### config.mk
export PLATFORM = sky130hd
export DESIGN_NAME = h2c_wfifo
export DESIGN_NICKNAME = d
export VERILOG_FILES = /design/src/rtl/h2c_pkg.sv /design/src/rtl/h2c_win_decode.sv /design/src/rtl/h2c_store.sv /design/src/rtl/h2c_unpack.sv /design/src/rtl/h2c_wfifo.sv
export SDC_FILE = /design/constraint.sdc
export NUM_CORES = 1
export LEC_CHECK = 0
export ABC_AREA = 1
export BUFFER_PORTS_ARGS = -buffer_cell sky130_fd_sc_hd__buf_2
export CAP_MARGIN = 10
export CORE_MARGIN = 2
export CORE_UTILIZATION = 35
export CTS_BUF_LIST = sky130_fd_sc_hd__clkbuf_4
export DETAILED_ROUTE_END_ITERATION = 10
export GPL_TIMING_DRIVEN = 0
export HOLD_SLACK_MARGIN = 0.15
export PLACE_DENSITY = 0.52
export SLEW_MARGIN = 10
export SYNTH_ARGS = -nofsm -noshare
export SYNTH_HDL_FRONTEND = slang
export SYNTH_SLANG_ARGS = --single-unit
### constraint.sdc
create_clock -name clk -period 3.8 [get_ports clk]
set_clock_uncertainty 0.1 [all_clocks]
set_input_delay 0.38 -clock clk [delete_from_list [all_inputs] [get_ports clk]]
set_output_delay 0.38 -clock clk [all_outputs]
set_load 0.01 [all_outputs]
### src/rtl/h2c_pkg.sv
package h2c_pkg;

   typedef enum logic {
      PK_NARROW = 1'b0,
      PK_WIDE   = 1'b1
   } pack_e;

   // The packing follows the format code of the active bus role only.
   function automatic pack_e pick_pack(input logic       master,
                                       input logic [1:0] fmt_m,
                                       input logic [1:0] fmt_t);
      logic [1:0] code;
      code = master ? fmt_m : fmt_t;
      return (code == 2'd0) ? PK_WIDE : PK_NARROW;
   endfunction

endpackage

### src/rtl/h2c_win_decode.sv
module h2c_win_decode #(
   parameter int unsigned ADDR_W = 16,
   parameter int unsigned WIN_LO = 'h001C,
   parameter int unsigned WIN_HI = 'hFFFC
) (
   input  logic              master,
   input  logic [ADDR_W-1:0] addr,
   output logic              hit
);

   localparam logic [ADDR_W-1:0] LO_A = ADDR_W'(WIN_LO);
   localparam logic [ADDR_W-1:0] HI_A = ADDR_W'(WIN_HI);

   if (WIN_LO > WIN_HI) begin : g_bad_win
      $error("h2c_win_decode: window low bound above high bound");
   end

   always_comb begin
      hit = master || ((addr >= LO_A) && (addr <= HI_A));
   end

endmodule

### src/rtl/h2c_store.sv
module h2c_store #(
   parameter int unsigned WORD_W   = 32,
   parameter int unsigned DEPTH_NR = 6,
   parameter int unsigned DEPTH_WD = 3
) (
   input  logic              clk,
   input  logic              rst_n,
   input  logic              flush,
   input  logic              wide,
   input  logic              push,
   input  logic              pop,
   input  logic [WORD_W-1:0] wdata,
   output logic [WORD_W-1:0] head,
   output logic              full,
   output logic              empty
);

   localparam int unsigned DMAX = (DEPTH_NR > DEPTH_WD) ? DEPTH_NR : DEPTH_WD;
   localparam int unsigned PW   = (DMAX > 1) ? $clog2(DMAX) : 1;
   localparam int unsigned CW   = $clog2(DMAX + 1);
   localparam logic [CW-1:0] CAP_NR = CW'(DEPTH_NR);
   localparam logic [CW-1:0] CAP_WD = CW'(DEPTH_WD);

   logic [WORD_W-1:0] mem [DMAX];
   logic [PW-1:0]     wr_ptr, rd_ptr;
   logic [CW-1:0]     count;
   logic [CW-1:0]     cap;
   logic              do_push, do_pop;

   function automatic logic [PW-1:0] bump(input logic [PW-1:0] p,
                                          input logic [CW-1:0] lim);
      return (CW'(p) == lim - CW'(1)) ? '0 : p + PW'(1);
   endfunction

   always_comb begin
      cap     = wide ? CAP_WD : CAP_NR;
      full    = (count == cap);
      empty   = (count == '0);
      do_push = push && !full && !flush;
      do_pop  = pop && !empty && !flush;
      head    = mem[rd_ptr];
   end

   always_ff @(posedge clk) begin
      if (do_push) begin
         mem[wr_ptr] <= wdata;
      end
   end

   always_ff @(posedge clk) begin
      if (!rst_n || flush) begin
         wr_ptr <= '0;
         rd_ptr <= '0;
         count  <= '0;
      end else begin
         if (do_push) wr_ptr <= bump(wr_ptr, cap);
         if (do_pop)  rd_ptr <= bump(rd_ptr, cap);
         case ({do_push, do_pop})
            2'b10:   count <= count + CW'(1);
            2'b01:   count <= count - CW'(1);
            default: count <= count;
         endcase
      end
   end

endmodule

### src/rtl/h2c_unpack.sv
module h2c_unpack #(
   parameter int unsigned HOST_W = 32,
   parameter int unsigned CORE_W = 24,
   parameter int unsigned HALF_W = 16
) (
   input  logic              clk,
   input  logic              rst_n,
   input  logic              flush,
   input  logic              wide,
   input  logic              avail,
   input  logic              core_rd,
   input  logic [HOST_W-1:0] head,
   output logic [CORE_W-1:0] core_data,
   output logic              core_valid,
   output logic              pop_entry
);

   logic              upper;
   logic              take;
   logic [CORE_W-1:0] narrow_word;
   logic [CORE_W-1:0] wide_word;
   logic [HALF_W-1:0] piece;

   if (CORE_W <= HOST_W) begin : g_nr_slice
      assign narrow_word = head[CORE_W-1:0];
   end else begin : g_nr_pad
      assign narrow_word = {{(CORE_W-HOST_W){1'b0}}, head};
   end

   if (CORE_W > HALF_W) begin : g_wd_pad
      assign wide_word = {{(CORE_W-HALF_W){1'b0}}, piece};
   end else begin : g_wd_fit
      assign wide_word = piece;
   end

   always_comb begin
      piece      = upper ? head[HOST_W-1:HALF_W] : head[HALF_W-1:0];
      core_valid = avail && !flush;
      take       = core_rd && core_valid;
      pop_entry  = take && (!wide || upper);
      core_data  = wide ? wide_word : narrow_word;
   end

   always_ff @(posedge clk) begin
      if (!rst_n || flush) begin
         upper <= 1'b0;
      end else if (take && wide) begin
         upper <= !upper;
      end
   end

endmodule

### src/rtl/h2c_wfifo.sv
module h2c_wfifo
   import h2c_pkg::*;
#(
   parameter int unsigned HOST_W   = 32,
   parameter int unsigned CORE_W   = 24,
   parameter int unsigned HALF_W   = 16,
   parameter int unsigned DEPTH_NR = 6,
   parameter int unsigned DEPTH_WD = 3,
   parameter int unsigned ADDR_W   = 16,
   parameter int unsigned WIN_LO   = 'h001C,
   parameter int unsigned WIN_HI   = 'hFFFC
) (
   input  logic              clk,
   input  logic              rst_n,
   input  logic              master_sel,
   input  logic [1:0]        fmt_master,
   input  logic [1:0]        fmt_target,
   input  logic              host_valid,
   input  logic [ADDR_W-1:0] host_addr,
   input  logic [HOST_W-1:0] host_wdata,
   output logic              host_ready,
   input  logic              core_rd,
   output logic [CORE_W-1:0] core_data,
   output logic              core_valid,
   output logic              fifo_full,
   output logic              fifo_empty
);

   if (HALF_W * 2 != HOST_W) begin : g_bad_half
      $error("h2c_wfifo: HALF_W must be half of HOST_W");
   end
   if (CORE_W < HALF_W) begin : g_bad_core
      $error("h2c_wfifo: CORE_W must hold a half word");
   end
   if (DEPTH_NR < 2 || DEPTH_WD < 2) begin : g_bad_depth
      $error("h2c_wfifo: depths must be at least two");
   end

   pack_e pack_now, pack_q;
   logic  wide, flush, hit, push, pop_entry, full_i, empty_i;
   logic [HOST_W-1:0] head;

   always_comb begin
      pack_now   = pick_pack(master_sel, fmt_master, fmt_target);
      wide       = (pack_now == PK_WIDE);
      flush      = (pack_now != pack_q);
      host_ready = !full_i && !flush;
      push       = host_valid && host_ready && hit;
      fifo_full  = full_i;
      fifo_empty = empty_i;
   end

   always_ff @(posedge clk) begin
      pack_q <= pack_now;
   end

   h2c_win_decode #(
      .ADDR_W (ADDR_W),
      .WIN_LO (WIN_LO),
      .WIN_HI (WIN_HI)
   ) u_dec (
      .master (master_sel),
      .addr   (host_addr),
      .hit    (hit)
   );

   h2c_store #(
      .WORD_W   (HOST_W),
      .DEPTH_NR (DEPTH_NR),
      .DEPTH_WD (DEPTH_WD)
   ) u_store (
      .clk   (clk),
      .rst_n (rst_n),
      .flush (flush),
      .wide  (wide),
      .push  (push),
      .pop   (pop_entry),
      .wdata (host_wdata),
      .head  (head),
      .full  (full_i),
      .empty (empty_i)
   );

   h2c_unpack #(
      .HOST_W (HOST_W),
      .CORE_W (CORE_W),
      .HALF_W (HALF_W)
   ) u_unpack (
      .clk        (clk),
      .rst_n      (rst_n),
      .flush      (flush),
      .wide       (wide),
      .avail      (!empty_i),
      .core_rd    (core_rd),
      .head       (head),
      .core_data  (core_data),
      .core_valid (core_valid),
      .pop_entry  (pop_entry)
   );

endmodule

After elaboration in Yosys (flattened, before gate mapping)

Memories as Yosys holds them, arrays and structs flattened. A register that Yosys moved wholly into a read port is not among the register bits.
Cells that the tools add are included.

Add/subtract/negate cells: 5
$mul: 0
Divide/modulo/power cells: 0
Magnitude comparators: 2
Equal/unequal tests: 6
Shift operators: 0
Multiplexer cells: 12
Bitwise logic cells: 0
Reductions and logical operators: 24

Operators with widths:

| cell                                                 | number |
|---|---|
| 2-to-1 mux 24 bit                                    | 1 |
| >= comparator 16 x 5 -> 1 bit, second input constant | 1 |
| <= comparator 16 bit, second input constant          | 1 |
| 2-to-1 mux 16 bit                                    | 1 |
| 2-to-1 mux 3 bit                                     | 5 |
| logical AND 1 bit                                    | 12 |
| adder 3 x 1 -> 3 bit, second input constant          | 3 |
| equality test 3 bit                                  | 3 |
| zero test 1 bit                                      | 6 |
| one-hot mux 3 bit (2 select lines)                   | 1 |
| subtractor 3 x 1 -> 3 bit, second input constant     | 2 |
| zero test 3 bit                                      | 1 |
| logical OR 1 bit                                     | 3 |
| 2-to-1 mux 1 bit                                     | 3 |
| equality test 2 x 1 -> 1 bit, second input constant  | 1 |
| equality test 2 bit, second input constant           | 1 |
| zero test 2 bit                                      | 1 |
| 2-to-1 mux 2 bit                                     | 1 |
| nonzero test 2 bit                                   | 1 |
| inequality test 1 bit                                | 1 |

Register bits after elaboration: 11
Bits in latches: 0
RAM bits: 192
ROM bits: 0
Word-level logic and storage cells: 55
Memories kept: 1

Memories:

| name        | depth | width | read ports | clocked after Yosys merged registers in | wr ports | line            | text |
|---|---|---|---|---|---|---|---|
| u_store.mem | 6     | 32    | 1          | 1                                       | 1        | h2c_store.sv:24 | `logic [WORD_W-1:0] mem [DMAX];` |

Depth between registers and ports, before layout

Depth after elaboration: 13
Gate-level depth with buffers: 16
Depth with buffers taken out: 16

Cells and area by module

From an unflattened synthesis, not the netlist that was laid out.

Cell total of the unflattened synthesis: 757
Area total of the unflattened synthesis: 8597.0 sq um

Modules (own cells, without submodules):

| module         | times used | cells an instance | area an instance (sq um) | sequential area each (sq um) |
|---|---|---|---|---|
| h2c_store      | 1          | 622               | 7956.4                   | 6005.8 |
| h2c_unpack     | 1          | 76                | 381.6                    | 20.0 |
| h2c_win_decode | 1          | 41                | 153.9                    | 0.0 |
| h2c_wfifo      | 1          | 18                | 105.1                    | 20.0 |

Worst setup path before layout

Ideal clock, no wire load.

Path type: input port to flip-flop
Start: in fmt_target[1]
End: mem u_store.mem[3][0] (enable)
Setup time: 0.461 ns
Arrival time: 3.298 ns
Path slack: -0.059 ns
Stages on the path: 9
Cells stage by stage: nor2_2 -> nand2_2 -> nand2_4 -> nand2_1 -> nand3_2 -> nand2_4 -> nor2_8 -> nand3_2 -> nor3_1

Longest elaborated chain between the ends: 13
Elaborated cells on any way between the ends: 15
Those cells by class: eq/ne (2); mux (5); reduce/logical (8)

Ends and longest elaborated chain:

| item                                       | line                             | text |
|---|---|---|
| start: declaration                         | h2c_wfifo.sv:17                  | `input logic [1:0] fmt_target,` |
| 2-to-1 mux 2 bit (*)                       | h2c_pkg.sv:13                    | `code = master ? fmt_m : fmt_t;` |
| zero test 2 bit (*)                        | h2c_pkg.sv:14                    | `return (code == 2'd0) ? PK_WIDE : PK_NARROW;` |
| 2-to-1 mux 1 bit (*)                       | h2c_pkg.sv:14                    |  |
| 2-to-1 mux 3 bit                           | h2c_store.sv:36                  | `cap = wide ? CAP_WD : CAP_NR;` |
| equality test 3 bit                        | h2c_store.sv:37                  | `full = (count == cap);` |
| zero test 1 bit                            | h2c_store.sv:39, h2c_wfifo.sv:47 |  |
| logical AND 1 bit                          | h2c_wfifo.sv:47                  | `host_ready = !full_i && !flush;` |
| logical AND 1 bit (2 in a row)             | h2c_wfifo.sv:48                  | `push = host_valid && host_ready && hit;` |
| logical AND 1 bit                          | h2c_store.sv:39                  | `do_push = push && !full && !flush;` |
| logical AND 1 bit (*)                      | h2c_store.sv:39                  |  |
| 2-to-1 mux 1 bit (*)                       | h2c_store.sv:45                  | `if (do_push) begin` |
| 2-to-1 mux 1 bit (implied by the code) (*) | h2c_store.sv:46                  | `mem[wr_ptr] <= wdata;` |
| end: declaration                           | h2c_store.sv:24                  |  |

Mark *: on every way between the ends. The rest lies on a longest branch, timed or not.

==> results.py <==
metrics = {
    "die": {
        "fp.dieW_um": 160,
        "num_rows": 57,
        "core_sq_um": 24200,
        "die_height_um": 160,
        "ioPinCount": 85,
        "start_util_pct": 35.3,
        "dieArea_sq_um": 25700,
    },
    "setup_path": {
        "criticalPathCategory": "reg2out",
        "path_buf_inv": 4,
        "cp-end-kind": "output pin",
        "critPathSlowestCell": "clkbuf_1",
        "cp.arrival_ps": 2580,
        "cp-start-kind": "register",
        "worstPathRequired_ps": 3320,
        "rrSetupSlack_ps": 1180,
        "worstPathMaxFanout": 10,
        "crit_family": "buffers and inverters",
        "path_cells": "buf_2, clkbuf_1, o21ai_0, o32ai_1, nand2_1, nand3_1, nand2_1, inv_1, buf_2",
        "slowest_delay_ps": 600,
    },
    "yosys": {
        "ys_ff_latch": 206,
        "synth-async-reset-ratio_pct": 0,
        "synth_top_flop_cell": "edfxtp_1",
        "synth_edf_count": 192,
        "synthSimpleGateAreaFrac_pct": 16.2,
        "ys_types": 36,
        "synth_top_family_by_area": "simple AND/OR/NAND/NOR gates",
        "synth_top_area_cell": "edfxtp_1",
        "synthAdderAreaFrac_pct": 0.673,
        "ys_warn_count": 0,
        "netlist_instances": 723,
        "synth.area.top_cells": "edfxtp_1 67%, nand2_1 6.5%, nor2_1 4.5%",
        "yosysTopAreaCellShare_pct": 67.5,
        "synthMuxAreaShare_pct": 0,
        "avgSynthCellArea_sq_um": 11.8,
        "syn_area_sq_um": 8550,
        "synth-xor-area-share_pct": 0.307,
        "synthMostInstantiatedCell": "edfxtp_1",
        "synth_commonest_cells": "192 x edfxtp_1, 149 x nand2_1, 103 x nor2_1, 53 x o21ai_0, 43 x nand3_1",
        "synthesis.nets": 784,
        "synth_compound_area_share_pct": 8.23,
        "yosysSeqAreaShare_pct": 70.7,
    },
    "clock_network": {
        "clock_latency_ps": 640,
        "root_buffer": "clkbuf_4",
        "cts_buffer_depth": 3,
        "clk_pin_slew_worst_paths_ps": 70,
        "cts_tree": "built",
        "clock_sinks": 206,
        "post-cts-setup-buffer-count": 0,
        "cts_inserted_buffers": 50,
        "cts.htree.levels": 2,
    },
    "hold_path": {
        "min_path_type": "in2reg",
    },
    "finish": {
        "stdcell_area_sq_um": 10600,
        "area_growth_pct": 23.9,
        "final_layout_size_suffix_gt1_share_pct": 23.6,
        "finalCoreUtilization_pct": 43.8,
        "final_net_count": 963,
        "fillers": 2281,
    },
    "placement": {
        "gp_congestion": 0.748,
        "port_buffers": 84,
        "post_dp_cell_area_sq_um": 9590,
        "dp_hpwl_um": 14700,
    },
    "route": {
        "via_per_inst": 4.79,
        "drt_first_pass_iters": 5,
        "drc": 0,
        "routedWlPerCell_um": 17.9,
        "dr.max_layer_used": "met4",
        "vias": 6068,
        "drt-total-wl_um": 22700,
        "drtIter0Drc": 463,
        "route.met2.wl_um": 10700,
        "wl_met1_um": 10100,
        "drtAntennaViolNets": 0,
        "wl_met3_um": 1470,
    },
    "power": {
        "total_power_uw": 4740,
        "p_leak_uw": 0.00399,
        "max-vdd-ir-drop_v": 0.000175,
        "p_per_area_nw_per_um2": 447,
    },
    "grt": {
        "grt_pass1_vias": 5960,
        "grt_max_degree": 23,
        "grt.total_usage_pct": 17.8,
        "grt.overflow.total": 0,
        "grt_pass1_wl_um": 34200,
        "antenna_found_initial": 1,
    },
    "sta": {
        "final_hold_viol_count": 0,
        "whs_ps": 258,
        "max-slew-margin-rel_pct": 47.7,
        "setup_viol": 0,
        "slew_violations": 0,
        "rsz0062_at_grt": "no",
        "min_period_ps": 3060,
        "tightest_slew_ps": 783,
        "finalCritPeriodShare_pct": 80.5,
        "fmax_mhz": 327,
    },
    "status": {
        "status": "finished, final reports clean",
    },
    "run": {
        "drv_cap": 0,
    },
}
==> routing by layer <==
layer  up-vias  track usage, %
li1       2960               -
met1      2880            23.7
met2       192            29.2
met3        36            3.71
met4         0            5.98
met5         -               0
==> path summary, 6_finish.rpt <==
check / cells after the start / from / end
max: 9 / register / core_data[4]
min: 5 / fmt_target[0] / pack_q$_DFF_P_
max reg2reg: 10 / u_store.count[0]$_SDFFE_PP0P_ / u_store.mem[4][30]$_DFFE_PP_
min reg2reg: 2 / u_unpack.upper$_SDFFE_PP0P_ / u_unpack.upper$_SDFFE_PP0P_
==> power breakdown <==
group	internal [uW]	switching, uW	total, uW
logic	138	230	367
clock network	963	865	1830
registers	2530	12.6	2540
==> area by class of cell <==
cell class / instances / area, sq um / area share [%]
sequential: 206 / 6050 / 57.1
clock buffer: 74 / 556 / 5.25
timing repair buffer: 127 / 938 / 8.86
tap: 324 / 405 / 3.83
buffer: 37 / 205 / 1.94
antenna: 1 / 2.50 / 0.0236
multi-input combinational: 447 / 2220 / 20.9
inverter: 33 / 125 / 1.18
clock inverter: 18 / 96.3 / 0.910
==> cell usage in the layout, fill, tap and decap left out, types with 14 or more instances in the layout <==
master         instances
nand3_1               43
a32oi_1               15
a21oi_1               33
nand2_1              149
buf_2                101
clkinv_1              14
edfxtp_1             192
o21ai_0               53
dfxtp_1               14
clkbuf_4              74
nor2_1                99
dlygate4sd3_1         35
inv_1                 30
==> kinds of logic (layout without fill, tap and decap cells) <==
| family | count (synthesis) | count (layout) |
|---|---|---|
| and+or+nand+nor | 321 | 321 |
| DFF | 206 | 206 |
| AOI/OAI and AO/OA | 119 | 119 |
| buffers and inverters | 70 | 289 |
| adders and majority gates | 4 | 4 |
| xor gates and xnor gates | 3 | 3 |
| other | 0 | 1 |
==> worst reg2reg max path, stage by stage (launching register included) <==
cell     delay (ps)
dfxtp_1         380
inv_1           100
nand2_1          70
nand3_1          80
nand3_2         110
nand2_4          70
nor2_8          140
nand3_1         200
nor3_4          620
buf_8           250
buf_8           190
==> per-stage QoR <==
step | setup slack, ps | cells | setup TNS (ps)
after floorplan | 798 | 723 | 0
after global placement | -888 | 1131 | -125800
after detailed placement | 920 | 1139 | 0
after CTS | 685 | 1266 | 0
after global routing | 501 | 1267 | 0
final | 741 | 1267 | 0
==> registers in the layout (all words and copies together) (netlist names), named ones only <==
| signal | flops |
|---|---|
| u_store.count | 3 |
| u_store.rd_ptr | 3 |
| u_store.mem | 192 |
| u_unpack.upper | 1 |
| pack_q | 1 |
| u_store.wr_ptr | 3 |
==> timing repair <==
| action | in CTS | in global routing |
|---|---|---|
| hold buffers | 35 | 0 |
| hold endpoints to repair | 205 | 0 |
| resized for setup | 0 | 0 |
Power figures use the tool's default switching activity.
